===== src/rtl/fmr_pkg.sv =====
package fmr_pkg;
  localparam int WORD_W = 32;
  localparam logic [2:0] ASZ_24 = 3'd1;

  typedef enum logic [2:0] {
    PH_IDLE, PH_GAP, PH_CMD, PH_ADDR, PH_OPT, PH_DUMMY, PH_DATA, PH_END
  } phase_e;

  typedef enum logic [1:0] {T_IDLE, T_FILL, T_RESP} top_st_e;

  typedef struct packed {
    logic       cmd_en;
    logic [7:0] cmd;
    logic       opt_en;
    logic [7:0] opt;
    logic       dummy_en;
    logic [4:0] dummy_m1;
    logic       addr32;
  } hdr_cfg_t;
endpackage


===== src/rtl/fmr_shifter.sv =====
module fmr_shifter
  import fmr_pkg::*;
#(
  parameter int IDX_W = 5
) (
  input  logic               clk,
  input  logic               rst_n,
  input  logic               start,
  input  hdr_cfg_t           cfg,
  input  logic [31:0]        flash_addr,
  input  logic [IDX_W-1:0]   nwords_m1,
  input  logic               cs_release,
  output logic               word_valid,
  output logic [IDX_W-1:0]   word_idx,
  output logic [WORD_W-1:0]  word_data,
  output logic               done,
  output logic               sclk,
  output logic               cs_n,
  output logic               mosi,
  input  logic               miso
);
  phase_e ph, nxt_ph;
  hdr_cfg_t cfg_q;
  logic [31:0] addr_q, tx_sr, nxt_ld;
  logic [WORD_W-1:0] rx_sr;
  logic [5:0] bitcnt;
  logic [IDX_W-1:0] wcnt, nw_q;

  function automatic phase_e follow(phase_e p, hdr_cfg_t c);
    case (p)
      PH_GAP:  return c.cmd_en ? PH_CMD : PH_ADDR;
      PH_CMD:  return PH_ADDR;
      PH_ADDR: return c.opt_en ? PH_OPT : (c.dummy_en ? PH_DUMMY : PH_DATA);
      PH_OPT:  return c.dummy_en ? PH_DUMMY : PH_DATA;
      PH_DUMMY: return PH_DATA;
      default: return PH_END;
    endcase
  endfunction

  function automatic logic [31:0] payload(phase_e p, hdr_cfg_t c, logic [31:0] a);
    case (p)
      PH_CMD:  return {c.cmd, 24'h0};
      PH_ADDR: return c.addr32 ? a : {a[23:0], 8'h0};
      PH_OPT:  return {c.opt, 24'h0};
      default: return 32'h0;
    endcase
  endfunction

  function automatic logic [5:0] last_bit(phase_e p, hdr_cfg_t c);
    case (p)
      PH_CMD, PH_OPT: return 6'd7;
      PH_ADDR:  return c.addr32 ? 6'd31 : 6'd23;
      PH_DUMMY: return {1'b0, c.dummy_m1};
      PH_DATA:  return 6'(WORD_W - 1);
      default:  return 6'd0;
    endcase
  endfunction

  always_comb begin
    nxt_ph = follow(ph, cfg_q);
    nxt_ld = payload(nxt_ph, cfg_q, addr_q);
  end

  always_ff @(posedge clk or negedge rst_n) begin
    if (!rst_n) begin
      ph <= PH_IDLE;
      cfg_q <= '0;
      addr_q <= '0;
      nw_q <= '0;
      tx_sr <= '0;
      rx_sr <= '0;
      bitcnt <= '0;
      wcnt <= '0;
      sclk <= 1'b0;
      cs_n <= 1'b1;
      mosi <= 1'b0;
      word_valid <= 1'b0;
      word_idx <= '0;
      word_data <= '0;
      done <= 1'b0;
    end else begin
      word_valid <= 1'b0;
      done <= 1'b0;
      case (ph)
        PH_IDLE: if (start) begin
          cfg_q <= cfg;
          addr_q <= flash_addr;
          nw_q <= nwords_m1;
          cs_n <= 1'b1;
          ph <= PH_GAP;
        end
        PH_GAP: begin
          cs_n <= 1'b0;
          ph <= nxt_ph;
          tx_sr <= nxt_ld;
          mosi <= nxt_ld[31];
          bitcnt <= '0;
          wcnt <= '0;
        end
        PH_END: begin
          cs_n <= cs_release;
          done <= 1'b1;
          ph <= PH_IDLE;
        end
        default: begin
          if (!sclk) begin
            sclk <= 1'b1;
            if (ph == PH_DATA) rx_sr <= {rx_sr[WORD_W-2:0], miso};
          end else begin
            sclk <= 1'b0;
            if (bitcnt == last_bit(ph, cfg_q)) begin
              bitcnt <= '0;
              if (ph == PH_DATA) begin
                word_valid <= 1'b1;
                word_idx <= wcnt;
                word_data <= rx_sr;
                if (wcnt == nw_q) ph <= PH_END;
                else wcnt <= wcnt + 1'b1;
                mosi <= 1'b0;
              end else begin
                ph <= nxt_ph;
                tx_sr <= nxt_ld;
                mosi <= nxt_ld[31];
              end
            end else begin
              bitcnt <= bitcnt + 1'b1;
              tx_sr <= {tx_sr[30:0], 1'b0};
              mosi <= tx_sr[30];
            end
          end
        end
      endcase
    end
  end
endmodule


===== src/rtl/fmr_line_cache.sv =====
module fmr_line_cache
  import fmr_pkg::*;
#(
  parameter int DEPTH = 32,
  parameter int TAG_W = 27,
  localparam int IDX_W = $clog2(DEPTH)
) (
  input  logic              clk,
  input  logic              rst_n,
  input  logic              flush,
  input  logic              set_tag,
  input  logic [TAG_W-1:0]  tag_in,
  input  logic              commit,
  input  logic              wr_en,
  input  logic [IDX_W-1:0]  wr_idx,
  input  logic [WORD_W-1:0] wr_data,
  input  logic [TAG_W-1:0]  lookup_tag,
  input  logic [IDX_W-1:0]  rd_idx,
  output logic              hit,
  output logic [WORD_W-1:0] rd_data
);
  logic [WORD_W-1:0] mem [DEPTH];
  logic [TAG_W-1:0] tag_q;
  logic valid, armed;

  always_ff @(posedge clk or negedge rst_n) begin
    if (!rst_n) begin
      valid <= 1'b0;
      armed <= 1'b0;
      tag_q <= '0;
    end else if (flush) begin
      valid <= 1'b0;
      armed <= 1'b0;
    end else if (set_tag) begin
      tag_q <= tag_in;
      valid <= 1'b0;
      armed <= 1'b1;
    end else if (commit) begin
      valid <= armed;
      armed <= 1'b0;
    end
  end

  always_ff @(posedge clk) begin
    if (wr_en) mem[wr_idx] <= wr_data;
  end

  assign hit = valid && (tag_q == lookup_tag);
  assign rd_data = mem[rd_idx];
endmodule


===== src/rtl/flash_map_reader.sv =====
module flash_map_reader
  import fmr_pkg::*;
#(
  parameter int WIN_AW = 23,
  parameter int EXT_W = 4,
  parameter int MAX_BURST = 32,
  localparam int IDX_W = $clog2(MAX_BURST),
  localparam int TAG_W = EXT_W + WIN_AW,
  localparam int BA_W = EXT_W + WIN_AW + 2
) (
  input  logic              clk,
  input  logic              rst_n,
  input  logic              cfg_manual,
  input  logic              cfg_burst_en,
  input  logic [IDX_W-1:0]  cfg_burst_m1,
  input  logic              cfg_flush,
  input  logic              cfg_cs_release,
  input  logic [EXT_W-1:0]  cfg_ext,
  input  logic [2:0]        cfg_asz,
  input  logic              cfg_cmd_en,
  input  logic [7:0]        cfg_cmd,
  input  logic              cfg_opt_en,
  input  logic [7:0]        cfg_opt,
  input  logic              cfg_dummy_en,
  input  logic [4:0]        cfg_dummy_m1,
  input  logic              req_valid,
  output logic              req_ready,
  input  logic [WIN_AW-1:0] req_addr,
  output logic              resp_valid,
  input  logic              resp_ready,
  output logic [31:0]       resp_data,
  output logic              spi_sclk,
  output logic              spi_cs_n,
  output logic              spi_mosi,
  input  logic              spi_miso
);
  top_st_e st;
  hdr_cfg_t hcfg;
  logic [WIN_AW-1:0] mask, aligned, fetch_wa;
  logic [IDX_W-1:0] offset, want;
  logic [31:0] flash_addr;
  logic accept, use_hit, start, burst_q;
  logic c_hit, word_valid, xfer_done;
  logic [IDX_W-1:0] word_idx;
  logic [WORD_W-1:0] word_data, c_rd, resp_q;

  assign hcfg = '{cmd_en: cfg_cmd_en, cmd: cfg_cmd, opt_en: cfg_opt_en,
                  opt: cfg_opt, dummy_en: cfg_dummy_en,
                  dummy_m1: cfg_dummy_m1, addr32: (cfg_asz != ASZ_24)};

  assign mask = {{(WIN_AW-IDX_W){1'b0}}, cfg_burst_m1};
  assign aligned = req_addr & ~mask;
  assign offset = req_addr[IDX_W-1:0] & cfg_burst_m1;
  assign fetch_wa = cfg_burst_en ? aligned : req_addr;
  assign flash_addr = {{(32-BA_W){1'b0}}, cfg_ext, fetch_wa, 2'b00};

  assign req_ready = (st == T_IDLE) && !cfg_manual;
  assign accept = req_valid && req_ready;
  assign use_hit = cfg_burst_en && c_hit;
  assign start = accept && !use_hit;
  assign resp_valid = (st == T_RESP);
  assign resp_data = resp_q;

  fmr_shifter #(.IDX_W(IDX_W)) u_shift (
    .clk, .rst_n, .start, .cfg(hcfg), .flash_addr,
    .nwords_m1(cfg_burst_en ? cfg_burst_m1 : '0),
    .cs_release(cfg_cs_release), .word_valid, .word_idx, .word_data,
    .done(xfer_done), .sclk(spi_sclk), .cs_n(spi_cs_n), .mosi(spi_mosi),
    .miso(spi_miso)
  );

  fmr_line_cache #(.DEPTH(MAX_BURST), .TAG_W(TAG_W)) u_cache (
    .clk, .rst_n, .flush(cfg_flush),
    .set_tag(start && cfg_burst_en), .tag_in({cfg_ext, aligned}),
    .commit(xfer_done && burst_q),
    .wr_en(word_valid && burst_q), .wr_idx(word_idx), .wr_data(word_data),
    .lookup_tag({cfg_ext, aligned}), .rd_idx(offset),
    .hit(c_hit), .rd_data(c_rd)
  );

  always_ff @(posedge clk or negedge rst_n) begin
    if (!rst_n) begin
      st <= T_IDLE;
      resp_q <= '0;
      want <= '0;
      burst_q <= 1'b0;
    end else begin
      case (st)
        T_IDLE: if (accept) begin
          if (use_hit) begin
            resp_q <= c_rd;
            st <= T_RESP;
          end else begin
            want <= cfg_burst_en ? offset : '0;
            burst_q <= cfg_burst_en;
            st <= T_FILL;
          end
        end
        T_FILL: begin
          if (word_valid && word_idx == want) resp_q <= word_data;
          if (xfer_done) st <= T_RESP;
        end
        default: if (resp_ready) st <= T_IDLE;
      endcase
    end
  end
endmodule


===== config.mk =====
export PLATFORM = sky130hd
export DESIGN_NAME = flash_map_reader
export DESIGN_NICKNAME = d
export VERILOG_FILES = /design/src/rtl/fmr_pkg.sv /design/src/rtl/fmr_shifter.sv /design/src/rtl/fmr_line_cache.sv /design/src/rtl/flash_map_reader.sv
export SDC_FILE = /design/constraint.sdc
export NUM_CORES = 1
export LEC_CHECK = 0
export ABC_AREA = 1
export BUFFER_PORTS_ARGS = -buffer_cell sky130_fd_sc_hd__buf_2
export CORE_MARGIN = 2
export CORE_UTILIZATION = 46
export DETAILED_ROUTE_END_ITERATION = 12
export PLACE_DENSITY = 0.67
export SLEW_MARGIN = 0
export SYNTH_ARGS = -nofsm -noshare
export SYNTH_HDL_FRONTEND = slang
export SYNTH_SLANG_ARGS = --single-unit

===== constraint.sdc =====
create_clock -name clk -period 3.5 [get_ports clk]
set_input_delay 0.35 -clock clk [delete_from_list [all_inputs] [get_ports clk]]
set_output_delay 0.35 -clock clk [all_outputs]
set_load 0.05 [all_outputs]

# Word-level counts from Yosys, hierarchy flattened
# Memories as Yosys holds them, arrays and structs flattened.
# Cells that the tools add are included.
# totals
output_inout_bits,37
elab_cells,161
in_bits,68
register_bits,245
ram_bits,1024
memories,1
# op_classes
add_sub_neg,2
reduce_logical,37
n_eq_ne,25
mux,60
n_bitwise,8
# mem_list
memory,words,word_bits,read_ports,rd_ports_with_merged_regs,wr,line,rtl
u_cache.mem,32,32,1,0,1,fmr_line_cache.sv:22,logic [WORD_W-1:0] mem [DEPTH];
# op_table
cell,count
$mux 32,4
$pmux 32 s3,1
$mux 31,3
$pmux 32 s2,1
$pmux 31 s2,1
$mux 5,6
$eq 27x27->1,1
$mux 6,4
$pmux 6 s4,1
$and 23x23->23,1
$mux 23,1
$not 5->23,1
$mux 1,19
$mux 3,6
$eq 3x3->1 const B,5
$pmux 3 s5,1
$eq 3x2->1 const B,4
$pmux 6 s2,1
$reduce_and 3->1,4
$reduce_and 4->1,3
$eq 5x5->1,2
$mux 2,5
$ne 2x2->1 const B,5
$pmux 5 s2,1
other kinds (28),51

# Logic depth before layout (Yosys ltp)
# depth
ltp_word,10
depth_mapped,17
mapped_depth_nobuf,14

# Modules after synthesis
# From an unflattened synthesis, not the netlist that was laid out.
# hier_totals
hier_cells,5058
hier_area_um2,54039.3
# modules_own_cells
mod,area_each_um2,seq_area_each_um2,cells_each,n_inst
fmr_line_cache,43217.7,31475.2,3670,1
fmr_shifter,8518.2,4530.6,1037,1
flash_map_reader,2303.5,1001.0,351,1

# Worst setup path after synthesis
# Ideal clock, no wire load.
# synth_timing
path_type,reg-to-reg
start,register u_shift.word_idx[4]
end,"memory u_cache.mem[5][0], enable pin"
setup_slack_ns,0.944
path_stages_with_launch,5
required_ns,3.079
arrival_time_ns,2.135
period_less_slack_ns,2.556
path_cell_list,dfrtp_1 clkbuf_1 inv_1 nand3_1 nor2_1
# synth_rtl
item,line,rtl
from (decl),fmr_shifter.sv:14,"output logic [IDX_W-1:0] word_idx,"
from (signal assigned),fmr_shifter.sv:115,word_idx <= wcnt;
to (decl),fmr_line_cache.sv:22,
# Straight into the memory's write port.

# Worst setup path in the final report
# layout_timing
start,register u_shift.ph[2]
end,register u_shift.tx_sr[28]
# layout_via
elab_chain_cells,9
word_cells_on_any_way,27
cone_classes,eq/ne (12); mux (9); bitwise (1); reduce/logical (5)
# layout_rtl
item,line,rtl
from (decl),fmr_shifter.sv:22,"phase_e ph, nxt_ph;"
from (signal assigned),fmr_shifter.sv:94,ph <= nxt_ph;
from (signal assigned),fmr_shifter.sv:121,ph <= nxt_ph;
$eq 3x2->1 / $eq 3x3->1 (equally long branches),"fmr_shifter.sv:30, fmr_shifter.sv:50",
$reduce_or 2->1,fmr_shifter.sv:50,case (p)
$pmux 6 s4,fmr_shifter.sv:50,
$mux 6,fmr_shifter.sv:106,if (!sclk) begin
$mux 6,fmr_shifter.sv:84,case (ph)
$eq 6x6->1,fmr_shifter.sv:111,"if (bitcnt == last_bit(ph, cfg_q)) begin"
$mux 31,fmr_shifter.sv:111,
$mux 31,fmr_shifter.sv:106,
$pmux 31 s2,fmr_shifter.sv:84,
to (signal assigned),fmr_shifter.sv:95,tx_sr <= nxt_ld;
to (signal assigned),fmr_shifter.sv:122,tx_sr <= nxt_ld;
to (signal assigned),fmr_shifter.sv:127,"tx_sr <= {tx_sr[30:0], 1'b0};"
to (decl),fmr_shifter.sv:24,"logic [31:0] addr_q, tx_sr, nxt_ld;"
# Several ways; a longest one is shown, not always the timed one. The select of a mux whose other input is x is not followed.
# A chain may end at the register's enable or synchronous reset.

==> impl_metrics.yaml <==
outcome:
  status: "complete, no violations"
clocking:
  cts_setup_buffers: 0
  tritoncts: "built"
  cts.clk_slew.worst_paths_ps: 60
  cts_max_level: 4
  cts_buffers: 130
  cts_max_path_buffers: 3
  root_buffer: "clkbuf_16"
  clock_latency_ps: 750
  ctsResizeCount: 0
  clock-sinks: 1267
final_layout:
  drive_above_1_share_pct: 8.59
  n_fill_cell: 9843
  fin_util_pct: 53.0
  area_delta_synth_final_pct: 14.3
  regArea_um2: 36800
  nets: 5505
  multi_input_area_um2: 14400
yosys:
  yosys.area.top_type: "edfxtp_1"
  synth_cells: 5307
  syn-cell-area_um2: 53800
  synth-seq-cells: 1267
  syn_area_per_cell_um2: 10.1
  synth_warnings: 0
  synth_commonest_cells: "2000 x nand2_1, 1024 x edfxtp_1, 830 x nand3_1"
  yosys-top-cells-area: "edfxtp_1 57%, nand2_1 14%, dfrtp_1 11%"
  synth_most_common_cell: "nand2_1"
  yosys_most_used_dff: "edfxtp_1"
  synthArstFlopShare_pct: 19.2
  synth_top_cell_area_share_pct: 57.2
  seq_area_frac_synth_pct: 68.5
  synth.distinct_cells: 38
  synth_edf_count: 1024
  syn_nets: 5377
sta:
  max_slew.worst_pin.slew_ps: 1190
  finalHoldViolCount: 0
  fin_crit_ps: 2950
  rsz0062_at_grt: "false"
  slew_viol_final: 0
  finalCritPeriodShare_pct: 84.3
  setup_tns_ps: 0
  fin_skew_ps: 25.2
  setup_viol: 0
  clock.fmax_mhz: 339
  relSlewSlack_pct: 20.6
global_route:
  grt_overflow: 0
  grt_pass1_wl_um: 222000
  grt_use_met3_pct: 5.45
  antenna_found_initial: 1
  gr-usage-met2_pct: 38.5
  top_usage_layer: "met2"
  grt_max_degree: 183
  grt_pass1_vias: 36835
  gr-usage-all-layers_pct: 24.4
  grt_util_met1_pct: 33.2
floorplanning:
  chipHeight_um: 346
  start_util_pct: 46.4
  ios: 105
  dieArea_um2: 120000
  rows: 125
  die_w_um: 346
  coreArea_um2: 116000
power:
  total_leakage_power_uw: 0.0256
  powerDensity_nw_per_um2: 625
  peakVddDrop_v: 0.000497
worst_setup_path:
  crit_path_end_kind: "flip-flop"
  cp_max_fo: 28
  path_cells: "inv_1 > nand3_1 > buf_4 > a21oi_1 > nand2_1 > inv_2 > nand3_1 > nand2_1 > inv_1"
  timing_worst_setup_path_type: "flip-flop to flip-flop"
  worstPathArrival_ps: 3580
  max_stage_delay_ps: 600
  cp.required_ps: 4130
  cp-start-kind: "flip-flop"
  reg2regPathDepth: 9
  slowest_stage: "a21oi_1"
routing:
  routed_via_density: 5.40
  firstDrtPassIters: 5
  first_iter_violations: 4505
  drc: 0
  drt_wl_total_um: 148000
  dr_total_vias: 38165
  ant_nets: 0
  wl_per_cell_um: 20.9
worst_hold_path:
  holdPathStages: 4
  holdCritPathClass: "input port to flip-flop"
placement:
  gp_congestion: 0.879
  io_buffers: 104
  dp_hpwl_um: 78000
job:
  maxCapViolations: 0
-- metal layers --
metal  vias up  share of wire, %
li1      17824                 -
met1     18209                41
met2      1800                46
met3       332               9.8
met4         0               3.6
met5         -                 0
-- where the power goes --
group	switching, uW	total [uW]	internal [uW]
clock	5810	13500	7740
sequential	870	18100	17200
combinational	4940	6860	1920
total	11600	38500	26800
-- critical path, delay by kind of cell (launching register included) --
family | cells | cell delay, ps
compound gates | 1 | 600
buf+inv | 4 | 960
flops | 1 | 510
simple gates | 4 | 760
-- timing repair --
| action | 4_1_cts | 5_1_grt |
|---|---|---|
| setup endpoints to repair | 0 | 0 |
| endpoints found under the hold margin | 153 | 0 |
| hold buffers | 68 | 0 |
-- cell type report --
class	instances	share of cell area (%)
timing repair buffer	286	4.19
clock buffer	176	5.89
tap	1524	3.10
inverter	432	2.67
sequential	1267	59.9
multi-input combinational	3318	23.4
antenna	1	0.00407
clock inverter	63	0.850
-- per-stage QoR --
step	hold slack [ps]	total power, uW	setup slack (ps)	cell area [um^2]	instances
after floorplan	54.4	22800	944	53800	5307
after global placement	345	24900	687	56700	6759
after detailed placement	347	25100	578	56700	6759
after CTS	48.6	38500	660	61500	7066
after global routing	96.8	40000	406	61500	7067
final	88.4	38500	551	61500	7067
-- worst paths after layout --
kind                            slack [ps]               from           endpoint
worst max-delay path                   550      u_shift.ph[2]  u_shift.tx_sr[28]
worst min-delay path                    90         cfg_manual              st[0]
worst max register to register         550      u_shift.ph[2]  u_shift.tx_sr[28]
worst min register to register         470  u_shift.cfg_q[17]  u_shift.cfg_q[17]
max in group asynchronous             2400              rst_n       u_shift.cs_n
min in group asynchronous              180              rst_n  u_shift.cfg_q[14]
-- placed cells by master (no fill, tap or decap), drive strengths merged, types with 2 or more instances in the layout --
| cell | synthesis | layout |
|---|---|---|
| edfxtp | 1024 | 1024 |
| o22ai | 7 | 7 |
| nor3 | 3 | 3 |
| inv | 430 | 438 |
| clkbuf | 161 | 176 |
| buf | 129 | 218 |
| ha | 2 | 2 |
| dlygate4sd3 | 0 | 68 |
| a21oi | 43 | 43 |
| or2 | 5 | 5 |
| clkinvlp | 0 | 2 |
| nand2 | 2006 | 2006 |
| nand4 | 13 | 13 |
| clkinv | 2 | 49 |
| xnor2 | 7 | 7 |
| o211ai | 21 | 21 |
| bufinv | 0 | 6 |
| o21ai | 159 | 159 |
| nand3 | 831 | 831 |
| dfrtp | 242 | 242 |
| nor2 | 202 | 202 |
| xor2 | 12 | 12 |
-- state kept, by name, indices dropped and copies added (netlist names), 2 cells and up --
register	flops
u_cache.mem	1024
resp_data	32
u_shift.rx_sr	32
u_shift.word_data	32
u_shift.tx_sr	29
u_cache.tag_q	27
u_shift.addr_q	27
u_shift.cfg_q	25
u_shift.bitcnt	6
u_shift.nw_q	5
u_shift.wcnt	5
u_shift.word_idx	5
want	5
u_shift.ph	3
st	2
-- logic make-up after synthesis --
group | after synthesis | share of synthesized area (%)
adders and majority gates | 2 | 0.0465
AOI/OAI and AO/OA | 234 | 2.37
buffers and inverters | 722 | 5.35
DFF | 1267 | 68.5
xor gates and xnor gates | 19 | 0.309
and+or+nand+nor | 3063 | 23.5
No activity file was read; power rests on OpenSTA's default activity.
